--- src/rtl/tmr_pkg.sv ---
package tmr_pkg;

  typedef enum logic [1:0] {
    MODE_UP    = 2'b00,
    MODE_DOWN  = 2'b01,
    MODE_CLR_A = 2'b10,
    MODE_HOLD  = 2'b11
  } tmr_mode_e;

  localparam int unsigned ADDR_W   = 3;
  localparam int unsigned N_CMP    = 2;
  localparam int unsigned N_FLAG   = N_CMP + 1;

  localparam logic [ADDR_W-1:0] A_COUNT = 3'd0;
  localparam logic [ADDR_W-1:0] A_CMPA  = 3'd1;
  localparam logic [ADDR_W-1:0] A_CMPB  = 3'd2;
  localparam logic [ADDR_W-1:0] A_CTRL  = 3'd3;
  localparam logic [ADDR_W-1:0] A_FLAGS = 3'd4;

  typedef struct packed {
    logic      ie_ovf;
    logic      ie_b;
    logic      ie_a;
    tmr_mode_e mode;
    logic [2:0] csel;
  } tmr_ctrl_t;

endpackage

--- src/rtl/tmr_flag.sv ---
module tmr_flag (
  input  logic clk,
  input  logic rst,
  input  logic set_evt,
  input  logic ack,
  input  logic w1c,
  output logic flag_q
);

  always_ff @(posedge clk) begin
    if (rst)            flag_q <= 1'b0;
    else if (set_evt)   flag_q <= 1'b1;
    else if (ack | w1c) flag_q <= 1'b0;
  end

endmodule

--- src/rtl/tmr_counter.sv ---
module tmr_counter
  import tmr_pkg::*;
#(
  parameter int unsigned W = 8
) (
  input  logic         clk,
  input  logic         rst,
  input  logic         run,
  input  tmr_mode_e    mode,
  input  logic         match_a,
  input  logic         wr_en,
  input  logic [W-1:0] wr_data,
  output logic [W-1:0] count_q,
  output logic         wrap_evt,
  output logic         at_max,
  output logic         at_bottom
);

  localparam logic [W-1:0] MAXV = {W{1'b1}};
  localparam logic [W-1:0] ZERO = '0;
  localparam logic [W-1:0] ONE  = W'(1);

  logic [W-1:0] cnt_d;
  logic         wrap_d;

  always_comb begin
    cnt_d  = count_q;
    wrap_d = 1'b0;
    if (wr_en) begin
      cnt_d = wr_data;
    end else if (run) begin
      unique case (mode)
        MODE_UP: begin
          cnt_d  = count_q + ONE;
          wrap_d = (count_q == MAXV);
        end
        MODE_DOWN: begin
          cnt_d  = count_q - ONE;
          wrap_d = (count_q == ZERO);
        end
        MODE_CLR_A: begin
          cnt_d  = match_a ? ZERO : count_q + ONE;
          wrap_d = (count_q == MAXV);
        end
        default: begin
          cnt_d = ZERO;
        end
      endcase
    end
  end

  assign wrap_evt = wrap_d;

  always_ff @(posedge clk) begin
    if (rst) begin
      count_q   <= ZERO;
      at_max    <= 1'b0;
      at_bottom <= 1'b1;
    end else begin
      count_q   <= cnt_d;
      at_max    <= (cnt_d == MAXV);
      at_bottom <= (cnt_d == ZERO);
    end
  end

endmodule

--- src/rtl/tmr_cmp_chan.sv ---
module tmr_cmp_chan #(
  parameter int unsigned W = 8
) (
  input  logic         clk,
  input  logic         rst,
  input  logic [W-1:0] count,
  input  logic         run,
  input  logic         cmp_wr,
  input  logic [W-1:0] cmp_wdata,
  input  logic         ack,
  input  logic         w1c,
  output logic [W-1:0] cmp_q,
  output logic         match,
  output logic         flag_q
);

  always_ff @(posedge clk) begin
    if (rst)         cmp_q <= '0;
    else if (cmp_wr) cmp_q <= cmp_wdata;
  end

  assign match = (count == cmp_q);

  tmr_flag u_flag (
    .clk     (clk),
    .rst     (rst),
    .set_evt (run & match),
    .ack     (ack),
    .w1c     (w1c),
    .flag_q  (flag_q)
  );

endmodule

--- src/rtl/tmr_regs.sv ---
module tmr_regs
  import tmr_pkg::*;
#(
  parameter int unsigned W = 8
) (
  input  logic              clk,
  input  logic              rst,
  input  logic              host_we,
  input  logic [ADDR_W-1:0] host_waddr,
  input  logic [W-1:0]      host_wdata,
  input  logic [ADDR_W-1:0] host_raddr,
  input  logic [W-1:0]      count,
  input  logic [W-1:0]      cmp_a,
  input  logic [W-1:0]      cmp_b,
  input  logic [N_FLAG-1:0] flags,
  output tmr_ctrl_t         ctrl_q,
  output logic              cnt_wr,
  output logic [N_CMP-1:0]  cmp_wr,
  output logic [N_FLAG-1:0] flag_w1c,
  output logic [W-1:0]      host_rdata
);

  logic flg_wr;

  assign cnt_wr    = host_we && (host_waddr == A_COUNT);
  assign cmp_wr[0] = host_we && (host_waddr == A_CMPA);
  assign cmp_wr[1] = host_we && (host_waddr == A_CMPB);
  assign flg_wr    = host_we && (host_waddr == A_FLAGS);
  assign flag_w1c  = flg_wr ? host_wdata[N_FLAG-1:0] : '0;

  always_ff @(posedge clk) begin
    if (rst) ctrl_q <= '0;
    else if (host_we && host_waddr == A_CTRL) ctrl_q <= tmr_ctrl_t'(host_wdata[7:0]);
  end

  always_ff @(posedge clk) begin
    if (rst) begin
      host_rdata <= '0;
    end else begin
      unique case (host_raddr)
        A_COUNT: host_rdata <= count;
        A_CMPA:  host_rdata <= cmp_a;
        A_CMPB:  host_rdata <= cmp_b;
        A_CTRL:  host_rdata <= W'(ctrl_q);
        A_FLAGS: host_rdata <= W'(flags);
        default: host_rdata <= '0;
      endcase
    end
  end

endmodule

--- src/rtl/tmr_dual_cmp.sv ---
module tmr_dual_cmp
  import tmr_pkg::*;
#(
  parameter int unsigned W = 8
) (
  input  logic              clk,
  input  logic              rst,
  input  logic              tick,
  input  logic              host_we,
  input  logic [ADDR_W-1:0] host_waddr,
  input  logic [W-1:0]      host_wdata,
  input  logic [ADDR_W-1:0] host_raddr,
  output logic [W-1:0]      host_rdata,
  input  logic [N_FLAG-1:0] irq_ack,
  output logic [N_FLAG-1:0] irq,
  output logic              at_max,
  output logic              at_bottom
);

  tmr_ctrl_t           ctrl_q;
  logic                run;
  logic                cnt_wr;
  logic [N_CMP-1:0]    cmp_wr;
  logic [N_FLAG-1:0]   flag_w1c;
  logic [N_FLAG-1:0]   flags;
  logic [W-1:0]        count_q;
  logic [W-1:0]        cmp_q [N_CMP];
  logic [N_CMP-1:0]    match;
  logic                wrap_evt;
  logic [N_FLAG-1:0]   irq_en;

  assign run = tick && (ctrl_q.csel != 3'd0);

  tmr_regs #(.W(W)) u_regs (
    .clk        (clk),
    .rst        (rst),
    .host_we    (host_we),
    .host_waddr (host_waddr),
    .host_wdata (host_wdata),
    .host_raddr (host_raddr),
    .count      (count_q),
    .cmp_a      (cmp_q[0]),
    .cmp_b      (cmp_q[1]),
    .flags      (flags),
    .ctrl_q     (ctrl_q),
    .cnt_wr     (cnt_wr),
    .cmp_wr     (cmp_wr),
    .flag_w1c   (flag_w1c),
    .host_rdata (host_rdata)
  );

  tmr_counter #(.W(W)) u_cnt (
    .clk       (clk),
    .rst       (rst),
    .run       (run),
    .mode      (ctrl_q.mode),
    .match_a   (match[0]),
    .wr_en     (cnt_wr),
    .wr_data   (host_wdata),
    .count_q   (count_q),
    .wrap_evt  (wrap_evt),
    .at_max    (at_max),
    .at_bottom (at_bottom)
  );

  for (genvar c = 0; c < N_CMP; c++) begin : g_cmp
    tmr_cmp_chan #(.W(W)) u_chan (
      .clk       (clk),
      .rst       (rst),
      .count     (count_q),
      .run       (run),
      .cmp_wr    (cmp_wr[c]),
      .cmp_wdata (host_wdata),
      .ack       (irq_ack[c]),
      .w1c       (flag_w1c[c]),
      .cmp_q     (cmp_q[c]),
      .match     (match[c]),
      .flag_q    (flags[c])
    );
  end

  tmr_flag u_ovf (
    .clk     (clk),
    .rst     (rst),
    .set_evt (wrap_evt),
    .ack     (irq_ack[N_CMP]),
    .w1c     (flag_w1c[N_CMP]),
    .flag_q  (flags[N_CMP])
  );

  assign irq_en = {ctrl_q.ie_ovf, ctrl_q.ie_b, ctrl_q.ie_a};
  assign irq    = flags & irq_en;

endmodule

--- config.mk ---
export PLATFORM = sky130hd
export DESIGN_NAME = tmr_dual_cmp
export DESIGN_NICKNAME = d
export VERILOG_FILES = /design/src/rtl/tmr_pkg.sv /design/src/rtl/tmr_flag.sv /design/src/rtl/tmr_counter.sv /design/src/rtl/tmr_cmp_chan.sv /design/src/rtl/tmr_regs.sv /design/src/rtl/tmr_dual_cmp.sv
export SDC_FILE = /design/constraint.sdc
export NUM_CORES = 1
export LEC_CHECK = 0
export BUFFER_PORTS_ARGS = -buffer_cell sky130_fd_sc_hd__buf_2
export CORE_ASPECT_RATIO = 0.75
export CORE_UTILIZATION = 45
export CTS_CLUSTER_SIZE = 14
export DETAILED_ROUTE_END_ITERATION = 12
export GPL_ROUTABILITY_DRIVEN = 0
export MAX_ROUTING_LAYER = met4
export PLACE_DENSITY_LB_ADDON = 0.3
export SLEW_MARGIN = 20
export SYNTH_ARGS = -nofsm -noshare
export SYNTH_HDL_FRONTEND = slang
export SYNTH_HIERARCHICAL = 1
export SYNTH_SLANG_ARGS = --single-unit
--- constraint.sdc ---
create_clock -name clk -period 2 [get_ports clk]
set_input_delay 0.3 -clock clk [delete_from_list [all_inputs] [get_ports clk]]
set_output_delay 0.3 -clock clk [all_outputs]
set_load 0.02 [all_outputs]
[Yosys cells after proc, flatten, opt, wreduce, memory -nomap -nowiden]
Index checks and enable logic that the tools add are counted.
Cells by class
  add/sub/neg operators: 2
  equal/unequal tests: 14
  mux-type cells: 15
  bitwise operators: 6
  reduce and logical (&&, ||, !) cells: 16
Operators with widths (count)
  case mux 8 bit (5 select lines): 1
  two-way mux 8 bit: 3
  case mux 8 bit (3 select lines): 1
  equality test 8 bit: 2
  equality test 8 bit, second input constant: 2
  zero test 8 bit: 2
  equality test 3 x 2 -> 1 bit, second input constant: 4
  adder 8 x 1 -> 8 bit, second input constant: 1
  two-way mux 1 bit: 8
  subtractor 8 x 1 -> 8 bit, second input constant: 1
  equality test 3 x 1 -> 1 bit, second input constant: 2
  equality test 3 bit, second input constant: 2
  logical AND 1 bit: 6
  zero test 3 bit: 2
  nonzero test 2 bit: 3
  bitwise AND 3 bit: 1
  two-way mux 3 bit: 1
  OR 1 bit: 3
  nonzero test 3 bit: 1
  bitwise AND 1 bit: 2
  equality test 2 x 1 -> 1 bit, second input constant: 1
  equality test 2 bit, second input constant: 1
  zero test 2 bit: 1
  case mux 1 bit (2 select lines): 1
  OR reduction 2 bit: 1
Word-level totals
  word-level logic and storage cells: 67
  register bits: 45
  output and inout bits: 13
  input port bits: 21

[Longest topological paths before layout]
  depth in word-level cells: 6
  gate-level depth with buffers: 9
  mapped depth without buffers: 9

[By module]
Netlist, hierarchy kept.
By module, submodules not included
  tmr_regs: times used 1, cells each 100, seq. area each 320.3 um2, area each 908.4 um2
  tmr_counter: times used 1, cells each 111, seq. area each 200.2 um2, area each 869.6 um2
  tmr_cmp_chan: times used 2, cells each 39, seq. area each 160.2 um2, area each 381.6 um2
  tmr_flag: times used 3, cells each 4, seq. area each 20.0 um2, area each 37.5 um2
  tmr_dual_cmp: times used 1, cells each 4, seq. area each 0.0 um2, area each 27.5 um2

[Worst setup path after synthesis]
No wires, ideal clock.
  path kind: reg-to-reg
  start: reg u_cnt.count_q[0]
  end: reg u_cnt.at_max
  cell stages (with the launch flop): 10
  slack: -0.178 ns
  buffers on the path: 1
  data arrival time: 2.117 ns
  required time: 1.939 ns
  library setup time: 0.061 ns
  period minus slack after synthesis: 2.178 ns
  path through: dfxtp_1 > buf_2 > inv_1 > ha_1 > a21bo_2 > o221a_2 > a211oi_1 > a21oi_1 > nor4_1 > and4b_1
On the way
  word-level cells in the longest chain between the ends: 6
  elaborated cells on any way between the ends: 8
  classes of those cells: 2 x add/sub; 2 x eq/ne; 4 x mux
RTL lines
  start: declaration: line tmr_counter.sv:13  | output logic [W-1:0] count_q,
  start signal: assignment: line tmr_counter.sv:60  | count_q <= cnt_d;
  adder 8 x 1 -> 8 bit or equality test 8 bit (tied branches): line tmr_counter.sv:34, tmr_counter.sv:42, tmr_cmp_chan.sv:22
  two-way mux 8 bit: line tmr_counter.sv:42  | cnt_d = match_a ? ZERO : count_q + ONE;
  case mux 8 bit (3 select lines): line tmr_counter.sv:32  | unique case (mode)
  two-way mux 8 bit (*): line tmr_counter.sv:31  | end else if (run) begin
  two-way mux 8 bit (*): line tmr_counter.sv:29  | if (wr_en) begin
  equality test 8 bit (*): line tmr_counter.sv:61  | at_max <= (cnt_d == MAXV);
  end signal: assignment: line tmr_counter.sv:61
  end: declaration: line tmr_counter.sv:15  | output logic at_max,
Every way passes the cells marked *; elsewhere a longest branch is shown, timed or not.
A chain may end at the register's enable or synchronous reset.

[Worst setup path after layout]
  start: reg u_cnt.count_q[2]
  end: reg u_cnt.count_q[5]
On the way
  word-level cells in the longest chain between the ends: 5
  elaborated cells on any way between the ends: 7
  classes of those cells: 2 x add/sub; 1 x eq/ne; 4 x mux
RTL lines
  equality test 8 bit: line tmr_cmp_chan.sv:22  | assign match = (count == cmp_q);
  net match[0]: line tmr_dual_cmp.sv:28  | logic [N_CMP-1:0] match;
  two-way mux 8 bit: line tmr_counter.sv:42
  case mux 8 bit (3 select lines): line tmr_counter.sv:32
  two-way mux 8 bit: line tmr_counter.sv:31
  two-way mux 8 bit: line tmr_counter.sv:29
The timed path passes the listed nets, and every way through them passes these cells.

==> qor.csv <==
metric,value,unit
RSZ-0062 raised after global routing,yes,
n_diodes,0,
Post-route DRC,0,
most frequent CP cell,buf_6,
pwr dens,579.6,mW/mm²
setup TNS,-0.9495,ns
core area,0.005525,mm²
CTS sink count,45,
Final min period,2.238,ns
Starting Density,48.46,%
via count,2674,
TritonCTS Buffers,5,
Min-Delay Endpoint,g_cmp[0].u_chan/u_flag/flag_q,
final non-filler cell total,460,
Layout area overhead,31.54,%
final wirelength,8.125,mm
Antenna Violating Nets Remaining,0,
CP required,2.19,ns
Worst Path Max Fanout,3,
relative slew slack,61.76,%
Worst Clk Skew,0.004435,ns
Lkg Pwr,1.373,nW
HP Start,irq_ack[0],
total grt overflow,0,
first drt pass iteration count,5,
layout cells sized above 1,36.88,%
status,"finished, violations left",
Die Area,0.006266,mm²
antenna violations before repair,0,
Peak VDD IR,0.3693,mV
"Cell Chain, Critical Path","xnor2_1, nand4_1, nor2_2, a21o_1, buf_6, nor3_1, or3_4, a31oi_4, buf_4, buf_6, nor2_1",
clk root buf,clkbuf_8,
TritonCTS clock tree,built,
period utilization,111.9,%
Worst Setup Path Type,flip-flop to flip-flop,
Avg Inst Size Synth,8.808,µm²
clock buffer depth,2,
die width,91.07,µm
fmax,446.8,MHz
WL/cell,17.66,µm
worst min path class,primary input to flip-flop,
row cnt,23,
number of synthesis warnings,6,
mapped cell area,0.002678,mm²
Worst setup EP type,flip-flop,
Area after DPL,0.003203,mm²
FF-to-FF Start,u_cnt/count_q[2],
violated checks,setup timing,
Worst-Margin Slew,0.5693,ns
Pins Over Slew Limit,0,
critical path launch point type,flip-flop,
Syn Inst Count,304,
final hold vios,0,
DRT iter0 DRCs,335,
total track usage,27.71,%
vias in the first global route,2531,
Critical Path AT,2.43,ns
"Power, Total",0.002041,W
maxcap violations,0,
IO Port Bufs,33,
post-place setup slack,-0.1283,ns
final setup fails,7,
PnR worst setup slack,-0.2382,ns
Mapped Nets,328,
CTS H-tree lvls,2,
post-DP HPWL,5.959,mm
Worst R2R End,u_cnt/count_q[5],
die height,68.81,µm
Inst Count DP,441,
max incr delay on CP,0.39,ns
Clock transition at path regs,0.08,ns
Clock Latency Late Sink,0.30,ns
CTS Hold Bufs,0,
vias per cell,5.813,
r2r setup slk,-0.24,ns
hold path depth,3,
first-pass GRT wire length,12.72,mm
number of nets in the layout,408,
Finished Cell Area,0.003522,mm²
Slowest cell on crit path,or3_4,
largest net degree at the start of global routing,20,
R2R cell count,11,
# IOs,34,
## sequential cells by signal, summed over array words and instances, names as in the netlist
name,count
u_ovf/flag_q,1
u_cnt/at_bottom,1
u_regs/host_rdata,8
u_cnt/count_q,8
g_cmp.u_chan/cmp_q,16
g_cmp.u_chan/u_flag/flag_q,2
u_regs/ctrl_q,8
u_cnt/at_max,1
## critical path: cells and delay by family (launching register included)
family / cells / cell delay (ns)
DFF: 1 / 0.32
AOI/OAI and AO/OA: 2 / 0.41
xor gates and xnor gates: 1 / 0.20
and+or+nand+nor: 5 / 0.86
buffers and inverters: 3 / 0.34
## timing repair
item	4_1_cts	5_1_grt
gates resized for setup	13	14
pin swaps	10	7
endpoints found under the setup margin	4	9
buffers inserted	7	4
endpoints found under the hold margin	0	0
## cell type report
| class | instances | area, µm² |
|---|---|---|
| timing repair buffer | 90 | 604.3 |
| clock buffer | 7 | 86.33 |
| clock inverter | 1 | 30.03 |
| tap | 75 | 93.84 |
| fill | 476 | 2003 |
| inverter | 10 | 37.54 |
| sequential | 45 | 914.6 |
| multi-input combinational | 232 | 1755 |
## placed cells by master (no fill, tap or decap), drive strengths merged, types with 5 or more instances in the layout
master and n:
a21oi 21, and2 11, buf 90, clkbuf 7, dfxtp 45, inv 10, mux2i 28, nand2 21
nand2b 5, nand3b 6, nand4 7, nor2 38, nor3 8, nor4 6, o22ai 5, xnor2 19
## per-stage QoR
stage          util (%)  hold slack [ns]
6_report          63.75           0.2662
4_1_cts           61.96           0.2605
2_1_floorplan         -           0.3691
5_1_grt           63.75           0.2737
3_5_place_dp      57.97           0.4691
3_3_place_gp      57.97           0.4639
## power by group
group          switching, W  total [W]  internal [W]  leakage, nW
combinational      0.000209   0.000395      0.000186        0.945
clock              0.000304   0.000712      0.000408       0.0585
sequential        0.0000179   0.000934      0.000917        0.369
total              0.000531    0.00204       0.00151         1.37
## worst max path at each step
stage | start | to | slack, ns | depth (start not counted)
floorplan | u_cnt/count_q[7] | u_cnt/at_max | 0.005 | 9
global placement | u_cnt/count_q[0] | u_cnt/at_max | -0.14 | 9
detailed placement | g_cmp[0].u_chan/cmp_q[6] | u_cnt/at_bottom | -0.13 | 9
CTS | u_cnt/count_q[0] | u_cnt/at_bottom | -0.10 | 10
global route | g_cmp[0].u_chan/cmp_q[0] | u_cnt/at_max | -0.29 | 10
finish | u_cnt/count_q[2] | u_cnt/count_q[5] | -0.24 | 11
## routing by layer
layer	track usage [%]	up-vias	routed length (µm)
li1	-	1254	-
met5	-	-	0
met4	7.937	0	117
met1	34.98	1286	3642
met3	5.373	16	645
met2	46.12	118	3720
Power figures use the tool's default switching activity.
